## config.mk

```make
export PLATFORM = sky130hd
export DESIGN_NAME = mem_guard
export DESIGN_NICKNAME = d
export VERILOG_FILES = /design/src/rtl/mg_pkg.sv /design/src/rtl/mg_key_bank.sv /design/src/rtl/mg_unlock_fsm.sv /design/src/rtl/mg_region_decode.sv /design/src/rtl/mem_guard.sv
export SDC_FILE = /design/constraint.sdc
export NUM_CORES = 1
export LEC_CHECK = 0
export ABC_AREA = 1
export ABC_CLOCK_PERIOD_IN_PS = 3800
export BUFFER_PORTS_ARGS = -buffer_cell sky130_fd_sc_hd__buf_4
export CORE_ASPECT_RATIO = 1.25
export CORE_MARGIN = 2
export CORE_UTILIZATION = 45
export CTS_CLUSTER_SIZE = 30
export DETAILED_ROUTE_END_ITERATION = 10
export PLACE_DENSITY = 0.78
export SLEW_MARGIN = 20
export SYNTH_ARGS = -nofsm -noshare
export SYNTH_HDL_FRONTEND = slang
export SYNTH_SLANG_ARGS = --single-unit
export TNS_END_PERCENT = 50
```

## constraint.sdc

```tcl
create_clock -name clk -period 3.8 [get_ports clk]
set_clock_uncertainty 0.15 [all_clocks]
set_input_delay 0.76 -clock clk [delete_from_list [all_inputs] [get_ports clk]]
set_output_delay 0.76 -clock clk [all_outputs]
set_load 0.05 [all_outputs]
```

## src/rtl/mg_pkg.sv

```systemverilog
package mg_pkg;

    localparam int WORD_W      = 16;
    localparam int KEY_WORDS   = 8;
    localparam int KEY_W       = WORD_W * KEY_WORDS;
    localparam int ADDR_W      = 22;
    localparam int RA_W        = 4;
    localparam int CTRL_ADDR   = 8;
    localparam int NUM_REGIONS = 4;

    typedef enum logic [1:0] {
        CMP_IDLE  = 2'd0,
        CMP_FETCH = 2'd1,
        CMP_EVAL  = 2'd2
    } cmp_state_e;

    typedef struct packed {
        logic relock;
        logic compare;
    } ctrl_cmd_t;

    typedef struct packed {
        logic [ADDR_W-1:0] lo;
        logic [ADDR_W-1:0] hi;
    } region_t;

    localparam region_t REGION_MAP [NUM_REGIONS] = '{
        '{lo: 22'h008000, hi: 22'h008FFF},
        '{lo: 22'h009000, hi: 22'h009FFF},
        '{lo: 22'h3D7800, hi: 22'h3D7BFF},
        '{lo: 22'h3D8000, hi: 22'h3F7FFF}
    };

    function automatic ctrl_cmd_t decode_ctrl(input logic [WORD_W-1:0] w);
        ctrl_cmd_t c;
        c.compare = w[0];
        c.relock  = w[1];
        return c;
    endfunction

    function automatic logic in_region(input logic [ADDR_W-1:0] a, input region_t r);
        return (a >= r.lo) && (a <= r.hi);
    endfunction

endpackage

```

## src/rtl/mg_key_bank.sv

```systemverilog
module mg_key_bank
    import mg_pkg::*;
#(
    parameter int W_WORD = WORD_W,
    parameter int N_WORD = KEY_WORDS,
    parameter int A_W    = RA_W
) (
    input  logic                     clk,
    input  logic                     rst,
    input  logic                     wr,
    input  logic [A_W-1:0]           addr,
    input  logic [W_WORD-1:0]        wdata,
    input  logic                     clear,
    output logic [W_WORD*N_WORD-1:0] key_out
);

    logic [W_WORD-1:0] words [N_WORD];

    for (genvar i = 0; i < N_WORD; i++) begin : g_word
        always_ff @(posedge clk) begin
            if (rst || clear) begin
                words[i] <= '0;
            end else if (wr && (addr == A_W'(i))) begin
                words[i] <= wdata;
            end
        end
        assign key_out[i*W_WORD +: W_WORD] = words[i];
    end

    // a clear empties every word by the next cycle
    a_r7_key_wiped: assert property (@(posedge clk) disable iff (rst)
        clear |=> (key_out == '0));

    // key starts out empty after reset
    a_r1_key_empty: assert property (@(posedge clk) disable iff (rst)
        $past(rst) |-> (key_out == '0));

endmodule

```

## src/rtl/mg_unlock_fsm.sv

```systemverilog
module mg_unlock_fsm
    import mg_pkg::*;
#(
    parameter int W_KEY = KEY_W
) (
    input  logic             clk,
    input  logic             rst,
    input  logic             start,
    input  logic             relock,
    input  logic [W_KEY-1:0] key,
    input  logic [W_KEY-1:0] pw_data,
    output logic             pw_rd,
    output logic             busy,
    output logic             unlocked
);

    cmp_state_e state;
    logic       match;

    assign match = (key == pw_data) || (&pw_data);

    always_ff @(posedge clk) begin
        if (rst || relock) begin
            state    <= CMP_IDLE;
            unlocked <= 1'b0;
        end else begin
            unique case (state)
                CMP_IDLE:  if (start) state <= CMP_FETCH;
                CMP_FETCH: state <= CMP_EVAL;
                CMP_EVAL: begin
                    unlocked <= unlocked | match;
                    state    <= start ? CMP_FETCH : CMP_IDLE;
                end
                default:   state <= CMP_IDLE;
            endcase
        end
    end

    assign pw_rd = (state == CMP_FETCH);
    assign busy  = (state != CMP_IDLE);

    // locked right after reset
    a_r1_locked_after_reset: assert property (@(posedge clk) disable iff (rst)
        $past(rst) |-> !unlocked);

    // unlocking only ever follows an evaluation step
    a_r3_unlock_from_eval: assert property (@(posedge clk) disable iff (rst)
        $rose(unlocked) |-> $past(state == CMP_EVAL));

    // a fetch is always followed by evaluation unless relocked
    a_r6_fetch_then_eval: assert property (@(posedge clk) disable iff (rst)
        (pw_rd && !relock) |=> (state == CMP_EVAL));

    // no two password reads in a row
    a_r6_spaced_reads: assert property (@(posedge clk) disable iff (rst)
        pw_rd |=> !pw_rd);

    // relock always wins
    a_r7_relock_locks: assert property (@(posedge clk) disable iff (rst)
        relock |=> (!unlocked && !busy));

endmodule

```

## src/rtl/mg_region_decode.sv

```systemverilog
module mg_region_decode
    import mg_pkg::*;
#(
    parameter int A_W   = ADDR_W,
    parameter int N_REG = NUM_REGIONS
) (
    input  logic [A_W-1:0] addr,
    output logic [N_REG-1:0] hit_vec,
    output logic           hit
);

    for (genvar r = 0; r < N_REG; r++) begin : g_region
        assign hit_vec[r] = in_region(addr, REGION_MAP[r]);
    end

    assign hit = |hit_vec;

endmodule

```

## src/rtl/mem_guard.sv

```systemverilog
module mem_guard
    import mg_pkg::*;
(
    input  logic              clk,
    input  logic              rst,
    input  logic              reg_wr,
    input  logic [RA_W-1:0]   reg_addr,
    input  logic [WORD_W-1:0] reg_wdata,
    output logic [WORD_W-1:0] reg_rdata,
    output logic              pw_rd,
    input  logic [KEY_W-1:0]  pw_data,
    input  logic [ADDR_W-1:0] acc_addr,
    input  logic              acc_wr,
    input  logic              acc_secure,
    input  logic [WORD_W-1:0] mem_rdata,
    output logic [WORD_W-1:0] acc_rdata,
    output logic              mem_wr,
    output logic              acc_grant
);

    ctrl_cmd_t              cmd;
    logic                   ctrl_wr, key_wr, start, relock;
    logic [KEY_W-1:0]       key;
    logic                   busy, unlocked;
    logic [NUM_REGIONS-1:0] hit_vec;
    logic                   hit;

    assign cmd     = decode_ctrl(reg_wdata);
    assign ctrl_wr = reg_wr && (reg_addr == RA_W'(CTRL_ADDR));
    assign key_wr  = reg_wr && (reg_addr < RA_W'(KEY_WORDS));
    assign relock  = ctrl_wr && cmd.relock;
    assign start   = ctrl_wr && cmd.compare && !cmd.relock;

    mg_key_bank u_keys (
        .clk     (clk),
        .rst     (rst),
        .wr      (key_wr),
        .addr    (reg_addr),
        .wdata   (reg_wdata),
        .clear   (relock),
        .key_out (key)
    );

    mg_unlock_fsm u_fsm (
        .clk      (clk),
        .rst      (rst),
        .start    (start),
        .relock   (relock),
        .key      (key),
        .pw_data  (pw_data),
        .pw_rd    (pw_rd),
        .busy     (busy),
        .unlocked (unlocked)
    );

    mg_region_decode u_dec (
        .addr    (acc_addr),
        .hit_vec (hit_vec),
        .hit     (hit)
    );

    assign reg_rdata = (reg_addr == RA_W'(CTRL_ADDR)) ?
                       {{(WORD_W-2){1'b0}}, busy, unlocked} : '0;

    assign acc_grant = !hit || unlocked || acc_secure;
    assign acc_rdata = acc_grant ? mem_rdata : '0;
    assign mem_wr    = acc_wr && acc_grant;

    // guarded ranges never overlap
    a_r8_one_region: assert property (@(posedge clk) disable iff (rst)
        $onehot0(hit_vec));

    // locked, unsecured writes into a guarded range are dropped
    a_r9_write_dropped: assert property (@(posedge clk) disable iff (rst)
        (acc_wr && hit && !unlocked && !acc_secure) |-> !mem_wr);

    // unguarded addresses see memory data unchanged
    a_r10_outside_passes: assert property (@(posedge clk) disable iff (rst)
        !hit |-> (acc_rdata == mem_rdata));

endmodule

```

=== After elaboration in Yosys (flattened, before gate mapping) ===
Memories as Yosys holds them, arrays and structs flattened.
Index checks and enable logic that the tools add are counted.

* Bits in registers: 3
* RAM bits: 128
* Input bits: 191
* Output and inout port bits: 35
* Word-level logic and storage cells: 101
* Memories: 1

* Magnitude comparators: 9
* Equal/unequal tests: 12
* Muxes and demuxes: 39
* Bitwise logic cells: 9
* Reductions and logical operators: 29

{| class="wikitable"
|+ Memory list
! name !! depth !! width !! rd ports !! clocked after Yosys merged registers in !! write ports !! RTL line !! RTL
|-
| u_keys.words || 8 || 16 || 8 || 0 || 8 || mg_key_bank.sv:17 || <nowiki>logic [W_WORD-1:0] words [N_WORD];</nowiki>
|}

{| class="wikitable"
|+ Operators with widths
! kind !! number
|-
| $mux W16 || 9
|-
| $eq A128 B128 Y1 || 1
|-
| $reduce_and A128 Y1 || 1
|-
| $ge A22 B16 Y1 const B || 2
|-
| $ge A22 B22 Y1 const B || 2
|-
| $le A22 B16 Y1 const B || 2
|-
| $le A22 B22 Y1 const B || 2
|-
| $mux W1 || 27
|-
| $logic_and A1 B1 Y1 || 18
|-
| $eq A4 B3 Y1 const B || 4
|-
| $or A1 B1 Y1 || 9
|-
| $eq A4 B2 Y1 const B || 2
|-
| $pmux W2 S3 || 1
|-
| $eq A4 B1 Y1 const B || 1
|-
| $eq A4 B4 Y1 const B || 1
|-
| $logic_not A4 Y1 || 1
|-
| $logic_or A1 B1 Y1 || 4
|-
| $lt A4 B4 Y1 const B || 1
|-
| $mux W2 || 2
|-
| $reduce_or A4 Y1 || 1
|-
| $eq A2 B1 Y1 const B || 1
|-
| $eq A2 B2 Y1 const B || 1
|-
| $logic_not A1 Y1 || 2
|-
| $logic_not A2 Y1 || 1
|-
| 2 further kinds || 2
|}

=== Logic depth before layout (Yosys ltp) ===
Gate-level depths: netlist of the first run.

* Depth in word-level cells: 7
* Mapped depth: 13

=== Hierarchy ===
From an unflattened synthesis of the first run, not the netlist that was laid out.

* Cells, all modules: 847
* Area, all modules: 7464.7 sq um

{| class="wikitable"
|+ Modules (own cells, without submodules)
! module !! instances !! cells an instance !! area an instance (sq um) !! sequential area each (sq um)
|-
| mg_key_bank || 1 || 320 || 4638.2 || 3843.7
|-
| mg_unlock_fsm || 1 || 399 || 2224.6 || 60.1
|-
| mem_guard || 1 || 66 || 327.8 || 0.0
|-
| mg_region_decode || 1 || 62 || 274.0 || 0.0
|}

=== Worst setup path before layout of the first run ===
OpenSTA, ideal clock, no wires.

* Path kind: in2out
* Start: input acc_addr[18]
* End: output acc_rdata[10]
* Data arrival time: 2.603 ns
* Data required time: 2.890 ns
* Path slack: 0.287 ns
* Stages on the path: 8
* Cells stage by stage: nand4_1 inv_1 nand3b_1 o311ai_0 nand2_1 clkinv_1 buf_4 nor2_1

* Word-level cells in the longest chain between the ends: 7

{| class="wikitable"
|+ RTL lines
! item !! RTL line !! RTL
|-
| start: declaration || mem_guard.sv:12 || <nowiki>input logic [ADDR_W-1:0] acc_addr,</nowiki>
|-
| $ge A22 B16 Y1 (tied with other cells) || mg_pkg.sv:42 || <nowiki>return (a >= r.lo) && (a <= r.hi);</nowiki>
|-
| $logic_and A1 B1 Y1 || mg_pkg.sv:42 ||
|-
| $reduce_or A4 Y1 * || mg_region_decode.sv:16 || <nowiki>assign hit = |hit_vec;</nowiki>
|-
| $logic_not A1 Y1 * || mem_guard.sv:65 || <nowiki>assign acc_grant = !hit || unlocked || acc_secure;</nowiki>
|-
| $logic_or A1 B1 Y1 * (2 in a row) || mem_guard.sv:65 ||
|-
| net acc_grant || mem_guard.sv:18 || <nowiki>output logic acc_grant</nowiki>
|-
| $mux W16 * || mem_guard.sv:66 || <nowiki>assign acc_rdata = acc_grant ? mem_rdata : '0;</nowiki>
|-
| end: declaration || mem_guard.sv:16 || <nowiki>output logic [WORD_W-1:0] acc_rdata,</nowiki>
|}

Mark *: on every way through the listed nets, which the timed path passes. The rest lies on a longest branch.

=== Final worst setup path of the first run ===
* Start: input acc_addr[18]
* End: output acc_rdata[12]

* Word-level cells in the longest chain between the ends: 7

{| class="wikitable"
|+ RTL lines
! item !! RTL line
|-
| $ge A22 B16 Y1 (tied with other cells) || mg_pkg.sv:42
|-
| $logic_and A1 B1 Y1 || mg_pkg.sv:42
|-
| $reduce_or A4 Y1 * || mg_region_decode.sv:16
|-
| $logic_not A1 Y1 * || mem_guard.sv:65
|-
| $logic_or A1 B1 Y1 * (2 in a row) || mem_guard.sv:65
|-
| $mux W16 * || mem_guard.sv:66
|}

Mark *: on every way between the ends. The rest lies on a longest branch, timed or not.

==> results, run 1 <==
- The run finished with clean final reports.
- Counting flops with a built-in enable in the synthesized netlist gives 128.
- Setup repair after global routing left no endpoint under its margin.
- The setup slack of the critical path after layout is between 700 and 800 ps.
- The cell accounting for the most synthesized area is edfxtp_1.
- The buffer count from post-CTS setup fixing is 0.
- Summed over all nets, the half-perimeter wirelength after detailed placement is about 17000 um.
- The biggest fanout along the worst timing path is 17.
- For this run the aggregate overflow at the end of global routing stands at 0.
- The data arrival time of the critical path is ~2200 ps.
- The highest ir drop seen on vdd is 0.000230 V.
- The per-cell via count in the routed design is 4.95.
- Headroom to the max-slew limit came out at a little over a third.
- The later pin in the worst-skew pair is clocked with a latency of 420 ps.
- The core box area is between 15000 and 20000 um^2.
- The initial antenna violation count was 1.
- The post-synthesis register bit count is 131.
- In the final layout, the share of cells above drive strength 1 is 26.0%.
- The filler cell count is approximately 1300.
- The actual transition at the worst max-transition pin is 964 ps.
- The tree built by TritonCTS fans out to 131 sinks.
- The count of endpoints failing hold in the final timing report came to 0.
- The multi-input combinational cells in the finished layout cover a total of between 2000 and 3000 um^2.
- The number of synthesis warnings is 0.
- The count of pins over their slew limit came to 0.
- For the worst setup path, the data required time is between 2000 and 3000 ps.
- In the final design database the tool counted about 1200 nets.
- The fraction of the cycle the final worst path needs is between 80% and 90%.
- The synthesis-to-layout area growth is 31.4%.
- The number of placement rows is slightly above 50.
- The DRC violation count after routing is 0.
- For this design the top-level I/O count stands at ~230.
- The commonest cells after synthesis are 203 x nor2_1, 156 x nand2_1, 128 x edfxtp_1.
- The path class of the tightest hold or removal check is reg -> reg.
- For this run, the detailed router's first-pass iteration total came to 5.
- The count of cell types in the netlist is 26.
- The maximum buffer depth of the clock tree is 2.
- The clock root buffer is clkbuf_16.
- For this block, the initial DRC count from the detailed router was roughly 490.
- The die is ~150 um tall.
- The cell area after synthesis is 7250 um^2.
- STA classifies the critical path endpoint as an output port.
- The most repeated cell in the gate-level netlist after synthesis is nor2_1.
- The clock transition at the registers of the reported paths is approximately 60 ps.
- The power consumption is ~4000 uW.
- The die is roughly 120 um wide.
- A synthesized cell averages 9.19 um^2.
- After detailed placement, the total cell area comes to 8920 um^2.
- The die covers roughly 17000 um^2.
- Wires add up to approximately 22000 um.
- Counting the buffers created by CTS gives 17.
- Adding up every negative setup slack in the final design gives 0 ps.
- The final critical delay including setup and external delays is just over 3000 ps.
- The portion of the post-synthesis area used by sequential elements is between 50 and 60%.
- In the synthesized netlist the dominant register cell turns out to be edfxtp_1.
- The TritonCTS clock tree is done.
- The post-placement setup slack is around 710 ps.
- The leakage power is ~0.004 uW.
- The per-cell routed wire length is between 15 and 20 um.
- The starting density of the core is between 40% and 50%.
- The global routing usage summed across all routing layers is approximately a quarter.
- The post-route cell area is between 9000 and 10000 um^2.
- For this design the ratio of total power to cell area is 422 nW/um^2.
- Post-CTS repair changed the size of 0 cells.
- The antenna violation net count after detailed routing is 0.
- Port buffering added ~200 buffers.
- The async set-or-reset flop fraction in the synthesized netlist is 0%.
- By area the synthesized netlist is led by edfxtp_1 53%, xnor2_1 14%, nor2_1 11%, nand2_1 8.1%, inv_1 4.1%.
- The congestion estimate from routability-driven global placement came to around 0.90.
- Synthesis produced a netlist whose cell count is around 790.
- Across the whole layout, storage elements account for between 3000 and 4000 um^2.
- In this run the biggest area consumer among cell types represents between 50% and 60% of the synthesized area.
- The clock tree synthesis step divided the H-tree into 4 levels.
- The number of vias after detailed routing is approximately 6000.
- The first global-routing pass estimated between 30000 and 40000 um of wire.
- The critical path is of the in -> out type.
- The maximum number of pins on one net before global-route repair is 18.
- The number of violations of the max-capacitance limit is 0.
- Derived from the worst setup path, the maximum achievable clock frequency is 325 MHz.
- The final-report setup violation count is 0.
- The via count of the first global-routing pass is roughly 6000.
- The worst setup path is launched from an input pin.
- The total of hold buffers inserted after clock tree synthesis is 0.
[worst max-delay path, stage by stage]
cell,delay [ps]
buf_4,110
nand4_1,100
inv_1,60
nand3b_1,70
o311ai_0,130
nand2_1,110
clkinv_1,360
nor2_1,240
buf_4,230
[registers in the layout, indices dropped and copies added (netlist names)]
signal,flops
u_fsm.state,2
u_fsm.unlocked,1
u_keys.words,128
[kinds of logic (layout without fill, tap and decap cells)]
logic type	count (synthesis)	in the layout	synth area share, %
and+or+nand+nor	416	416	24.0
DFF	131	131	53.8
buffers and inverters	115	329	7.51
xor gates and xnor gates	114	114	13.8
AOI/OAI and AO/OA	12	12	0.880
other	1	15	0.0517
[through the flow]
step | hold slack [ps] | std cells | utilization (%)
5_1_grt | 316 | 1229 | 60.7
6_report | 300 | 1229 | 60.7
3_3_place_gp | 285 | 1196 | 56.8
2_1_floorplan | 271 | 802 | -
4_1_cts | 299 | 1228 | 60.7
3_5_place_dp | 291 | 1196 | 56.8
[cell type report]
cell class              instances  area share, %
multi-input cells             556           30.0
inverters                      90           3.54
flip-flops and latches        131           41.0
diodes                          1         0.0263
well taps                     212           2.78
clock inverters                15           1.90
clock buffers                  17           4.46
repair buffers                207           16.3
[cell usage in the layout (no fill, tap or decap)]
cell,instances
nand2_1,156
clkinv_4,2
diode_2,1
dfxtp_1,3
clkbuf_16,17
nor3_2,8
clkinv_1,2
nand3_2,1
o311ai_0,1
inv_6,4
bufinv_16,3
edfxtp_1,128
nand3b_1,1
xnor2_1,114
inv_2,10
buf_4,207
nand2_2,1
or2_1,1
inv_1,79
o21ai_1,6
nor3_1,4
o21ai_2,2
a21oi_1,3
conb_1,14
nor4_1,3
clkinvlp_4,4
nand3_1,1
clkinv_2,1
nor2_1,203
nand4_1,33
nand2_4,1
nor2_2,3
[layer usage]
layer | up-vias | GRT usage [%] | part of all wire (%) | wire length (um)
li1 | 2912 | - | - | -
met1 | 2855 | 28.1 | 36 | 7870
met2 | 279 | 45.8 | 53 | 11400
met3 | 43 | 5.72 | 7.4 | 1600
met4 | 0 | 11.5 | 3.7 | 802
met5 | - | 0 | 0 | 0
[where the power goes]
group	internal, uW	switching [uW]
clock network	1040	644
logic	269	351
registers	1680	40.4
total	2980	1040
[worst paths after layout]
check                      startpoint              to  slack [ps]  cells past startpoint
hold / removal         u_fsm.state[0]  u_fsm.state[0]         300                      1
hold reg to reg        u_fsm.state[0]  u_fsm.state[0]         300                      1
setup reg to reg  u_keys.words[1][46]  u_fsm.unlocked        1920                     11
setup / recovery         acc_addr[18]   acc_rdata[12]         720                      9
No activity file was read; power rests on OpenSTA's default activity.
==> run 2, diff against run 1 <==
--- a/config.mk
+++ b/config.mk
@@ -5,8 +5,8 @@
 export SDC_FILE = /design/constraint.sdc
 export NUM_CORES = 1
 export LEC_CHECK = 0
-export ABC_AREA = 1
-export ABC_CLOCK_PERIOD_IN_PS = 3800
+export ABC_AREA = 0
+export ABC_CLOCK_PERIOD_IN_PS = 3100
 export BUFFER_PORTS_ARGS = -buffer_cell sky130_fd_sc_hd__buf_4
 export CORE_ASPECT_RATIO = 1.25
 export CORE_MARGIN = 2
==> constraint.sdc (replaced) <==
create_clock -name clk -period 3.1 [get_ports clk]
set_clock_uncertainty 0.15 [all_clocks]
set_input_delay 0.62 -clock clk [delete_from_list [all_inputs] [get_ports clk]]
set_output_delay 0.62 -clock clk [all_outputs]
set_load 0.05 [all_outputs]
==> run 2 against run 1 <==
Net effect:
- sequential share of layout area increased by 0.89 points
- sequential power increased by 23%
- core utilization increased by 1.4 points
- worst setup slack got worse by 460 ps
==> results, run 2 <==
- The final instance count without filler cells is 977 (was 1229).
- The most frequently used flop master after synthesis is edfxtp_1 (unchanged).
- The count of TritonRoute iterations in the first routing pass is 5 (unchanged).
- The buffer count from post-CTS setup fixing came to 0 (unchanged).
- The maximum clock frequency is around 350 MHz.
- The startpoint class of the critical path is an input pin (unchanged).
- The setup slack of the critical path after layout is 262 ps (was 723 ps).
- The antenna violation net count after detailed routing is 0 (unchanged).
- The cell accounting for the most synthesized area is edfxtp_1 (unchanged).
- The flip-flop count of the largest register after layout was 128 (unchanged).
- Cells taking the most area after synthesis: edfxtp_1 55%, xor2_1 16%, and2_1 13%, nand4_1 4.0%, nor4_1 3.9% (was edfxtp_1 53%, xnor2_1 14%, nor2_1 11%, nand2_1 8.1%, inv_1 4.1%).
- The routability congestion estimate is 0.959 (was 0.895).
- The post-synthesis average cell area is 12.4 um^2 (was 9.19 um^2).
- The global routing usage summed across all routing layers is 28.6% (was 25.2%).
- The cell total after placement is 945 (was 1196).
- The total negative setup slack is 0 ps (unchanged).
- The critical path's top delay family was simple AND/OR/NAND/NOR gates (was buffers and inverters).
- The post-placement setup slack is 97.1 ps (was 708 ps).
- The worst-path cell with the longest stage delay is nor4b_1 (was clkinv_1).
- The data arrival time of the critical path was 2070 ps (was 2170 ps).
- The wire length of the first global-routing pass came to 33200 um (was 32500 um).
- The clock transition at the registers of the reported paths is 60 ps (about the same).
- The floorplan die area is 16400 um^2 (was 17200 um^2).
- The required time of the critical path is 2330 ps (was 2890 ps).
- The TritonCTS clock tree is done (unchanged).
- Series of cell instances along the critical path: buf_4 -> nor4_1 -> nand2_1 -> nor4b_1 -> o21ai_2 -> and2_1 -> buf_4 (was buf_4 -> nand4_1 -> inv_1 -> nand3b_1 -> o311ai_0 -> nand2_1 -> clkinv_1 -> nor2_1 -> buf_4).
- The die height is 143 um (was 146 um).
- The total of hold buffers inserted after clock tree synthesis is 0 (unchanged).
- The clock sink count is 131 (unchanged).
- The biggest fanout along the worst timing path came to 18 (was 17).
- The number of vias after detailed routing is 5618 (was 6089).
- The cell area after synthesis is 6930 um^2 (was 7250 um^2).
- The DRC violation count after routing is 0 (unchanged).
- The buffers plus inverters on the worst setup path came to 2 (was 4).
- Largest registers: u_keys.words: 128 flops, u_fsm.state: 2 flops, u_fsm.unlocked: 1 flops (unchanged).
- The count of cell types in the netlist is 34 (was 26).
- The power consumption came to 5010 uW (was 4020 uW).
- The H-tree depth reported by CTS came to 4 (unchanged).
- The portion of the post-synthesis area used by sequential elements was 56.3% (was 53.8%).
- The utilization of the core after routing is 62.1% (was 60.7%).
- The I/O pin count came to 226 (unchanged).
- The number of enable-type register cells in the synthesized netlist is 128 (unchanged).
- The final global-route overflow total is 0 (unchanged).
- The core box area was 15000 um^2 (was 15700 um^2).
- The most flop-heavy register is u_keys.words (unchanged).
- The actual transition at the worst max-transition pin is 709 ps (was 964 ps).
- The areal power density over the cells is 538 nW/um^2 (was 422 nW/um^2).
- The count of input and output buffers is 201 (unchanged).
- The worst max-slew margin expressed relative to the limit is 52.3% (was 35.7%).
- The number of cells produced by synthesis was 561 (was 789).
- The per-cell via count in the routed design is 5.75 (was 4.95).
- The top cell type's share of synthesized area came to 55.5% (was 53.0%).
- The most repeated cell in the gate-level netlist after synthesis is and2_1 (was nor2_1).
- The flip-flop and latch area is 3900 um^2 (unchanged).
- The cell seen most often among critical-path stages is buf_4 (unchanged).
- The worst path in the final design needs a cycle of approximately 2800 ps, including I/O delays and setup.
- The via count of the first global-routing pass was 5792 (was 6137).
- The leading cell type in the layout, fill and taps excluded is buf_4 (unchanged).
- The number of synthesis warnings is 0 (unchanged).
- The count of pins over their slew limit was 0 (unchanged).
- The number of buffers added by the clock tree synthesis step is 17 (unchanged).
- The maximum single-stage delay on the critical path came to 340 ps (was 360 ps).
- The fraction of layout instances using a drive strength above 1 is 31.7% (was 26.0%).
- The starting density of the core is 46.2% (about the same).
- The highest ir drop seen on vdd was 0.000346 V (was 0.000230 V).
- The clock latency on the worst-skew pair is 410 ps (was 420 ps).
- Most used cells in the layout excluding fill and tap cells: 214 x buf_4, 147 x and2_1, 128 x xor2_1, 128 x edfxtp_1, 44 x nand4_1 (was 207 x buf_4, 203 x nor2_1, 156 x nand2_1, 128 x edfxtp_1, 114 x xnor2_1).
- The fraction of the cycle the final worst path needs is 91.6%.
- The clock root buffer is clkbuf_16 (unchanged).
- The area of the multi-input gates was 2940 um^2 (was 2860 um^2).
- Unrepaired setup endpoints after global routing: false (unchanged).
- The maximum buffer depth of the clock tree came to 2 (unchanged).
- The critical path start-end classification is in -> out (unchanged).
- The post-synthesis register bit count is 131 (unchanged).
- The per-cell routed wire length is 23.6 um (was 17.6 um).
- The filler cell count is 1185 (was 1330).
- The leakage power came to 0.00374 uW (was 0.00400 uW).
- The number of violations of the max-capacitance limit is 0 (unchanged).
- The worst min-delay path category is in -> reg (was reg -> reg).
- The die width is 115 um (was 118 um).
- The synthesis-to-layout area growth is 34.6% (was 31.4%).
- The count of endpoints failing hold in the final timing report is 0 (unchanged).
- The HPWL after detailed placement was 17600 um (was 16600 um).
- The async set-or-reset flop fraction in the synthesized netlist is 0% (unchanged).
- The category of the worst setup path capture point is an output port (unchanged).
- The total number of nets in the final design was 973 (was 1194).
- The final-report setup violation count is 0 (unchanged).
- The post-detailed-routing wire length is 23000 um (was 21600 um).
- The post-cts repair resize count is 0 (unchanged).
- The number of placement rows was 50 (was 51).
- The maximum number of pins on one net before global-route repair is 19 (was 18).
- The initial antenna violation count was 1 (unchanged).
- Commonest cells in the netlist: 147 x and2_1, 128 x edfxtp_1, 128 x xor2_1 (was 203 x nor2_1, 156 x nand2_1, 128 x edfxtp_1).
- The starting DRC count in detailed routing is 580 (was 487).
- Outcome: finished, final reports clean (unchanged).
run 2: cell types whose count changed in the layout (fill, tap and decap cells not counted), moves of 10 or more:
cell	change
inv_1	-79
xnor2_1	-114
xor2_1	+128
inv_2	-10
nand4_1	+11
nor2_1	-196
nand2_1	-154
nor4_1	+40
and2_1	+147
run 2: worst paths after layout:
path | startpoint | end | slack [ps] | cells after the start
min reg2reg | u_fsm.state[1] | u_fsm.state[1] | 430 | 2
max reg2reg | u_keys.words[0][22] | u_fsm.unlocked | 930 | 6
min | reg_wr | u_fsm.state[0] | 330 | 2
max | acc_addr[18] | acc_rdata[7] | 260 | 7
run 2: worst reg2reg max path: stages (launching register included):
cell	delay [ps]
edfxtp_1	370
xor2_1	200
nor4_1	510
nand4_1	180
nor4_1	400
a211oi_1	180
nor2_1	120
run 2: per-layer routing:
metal / vias up / part of all wire, % / GRT usage, %
met3: 82 / 9.9 / 5.69
met2: 435 / 51 / 49.6
li1: 2443 / - / -
met1: 2658 / 33 / 32.2
met5: - / 0 / 0
met4: 0 / 5.8 / 17.0
run 2: cell families after synthesis:
group	Yosys count	synth area share [%]
simple gates	260	23.8
other cells	1	0.0541
flops	131	56.3
compound gates	16	1.41
xor+xnor	128	16.2
buf+inv	25	2.24
run 2: where the power goes:
group          internal, uW  leakage, uW  switching (uW)
Clock                  1500     0.000308             713
Sequential             2060      0.00126            48.1
Combinational           282      0.00218             417
Total                  3840      0.00374            1180
run 2: final cells by class:
| cell class | instances | share of cell area (%) |
|---|---|---|
| Antenna cell | 1 | 0.0268 |
| Clock buffer | 20 | 4.68 |
| Clock inverter | 11 | 2.24 |
| Multi-Input combinational cell | 418 | 31.5 |
| Sequential cell | 131 | 41.9 |
| Tap cell | 182 | 2.44 |
| Timing Repair Buffer | 214 | 17.2 |
run 2: metrics by stage:
stage | area (um^2) | hold WS [ps]
floorplan | 6980 | 338
global placement | 8680 | 424
detailed placement | 8680 | 419
CTS | 9320 | 324
global route | 9330 | 359
finish | 9330 | 332
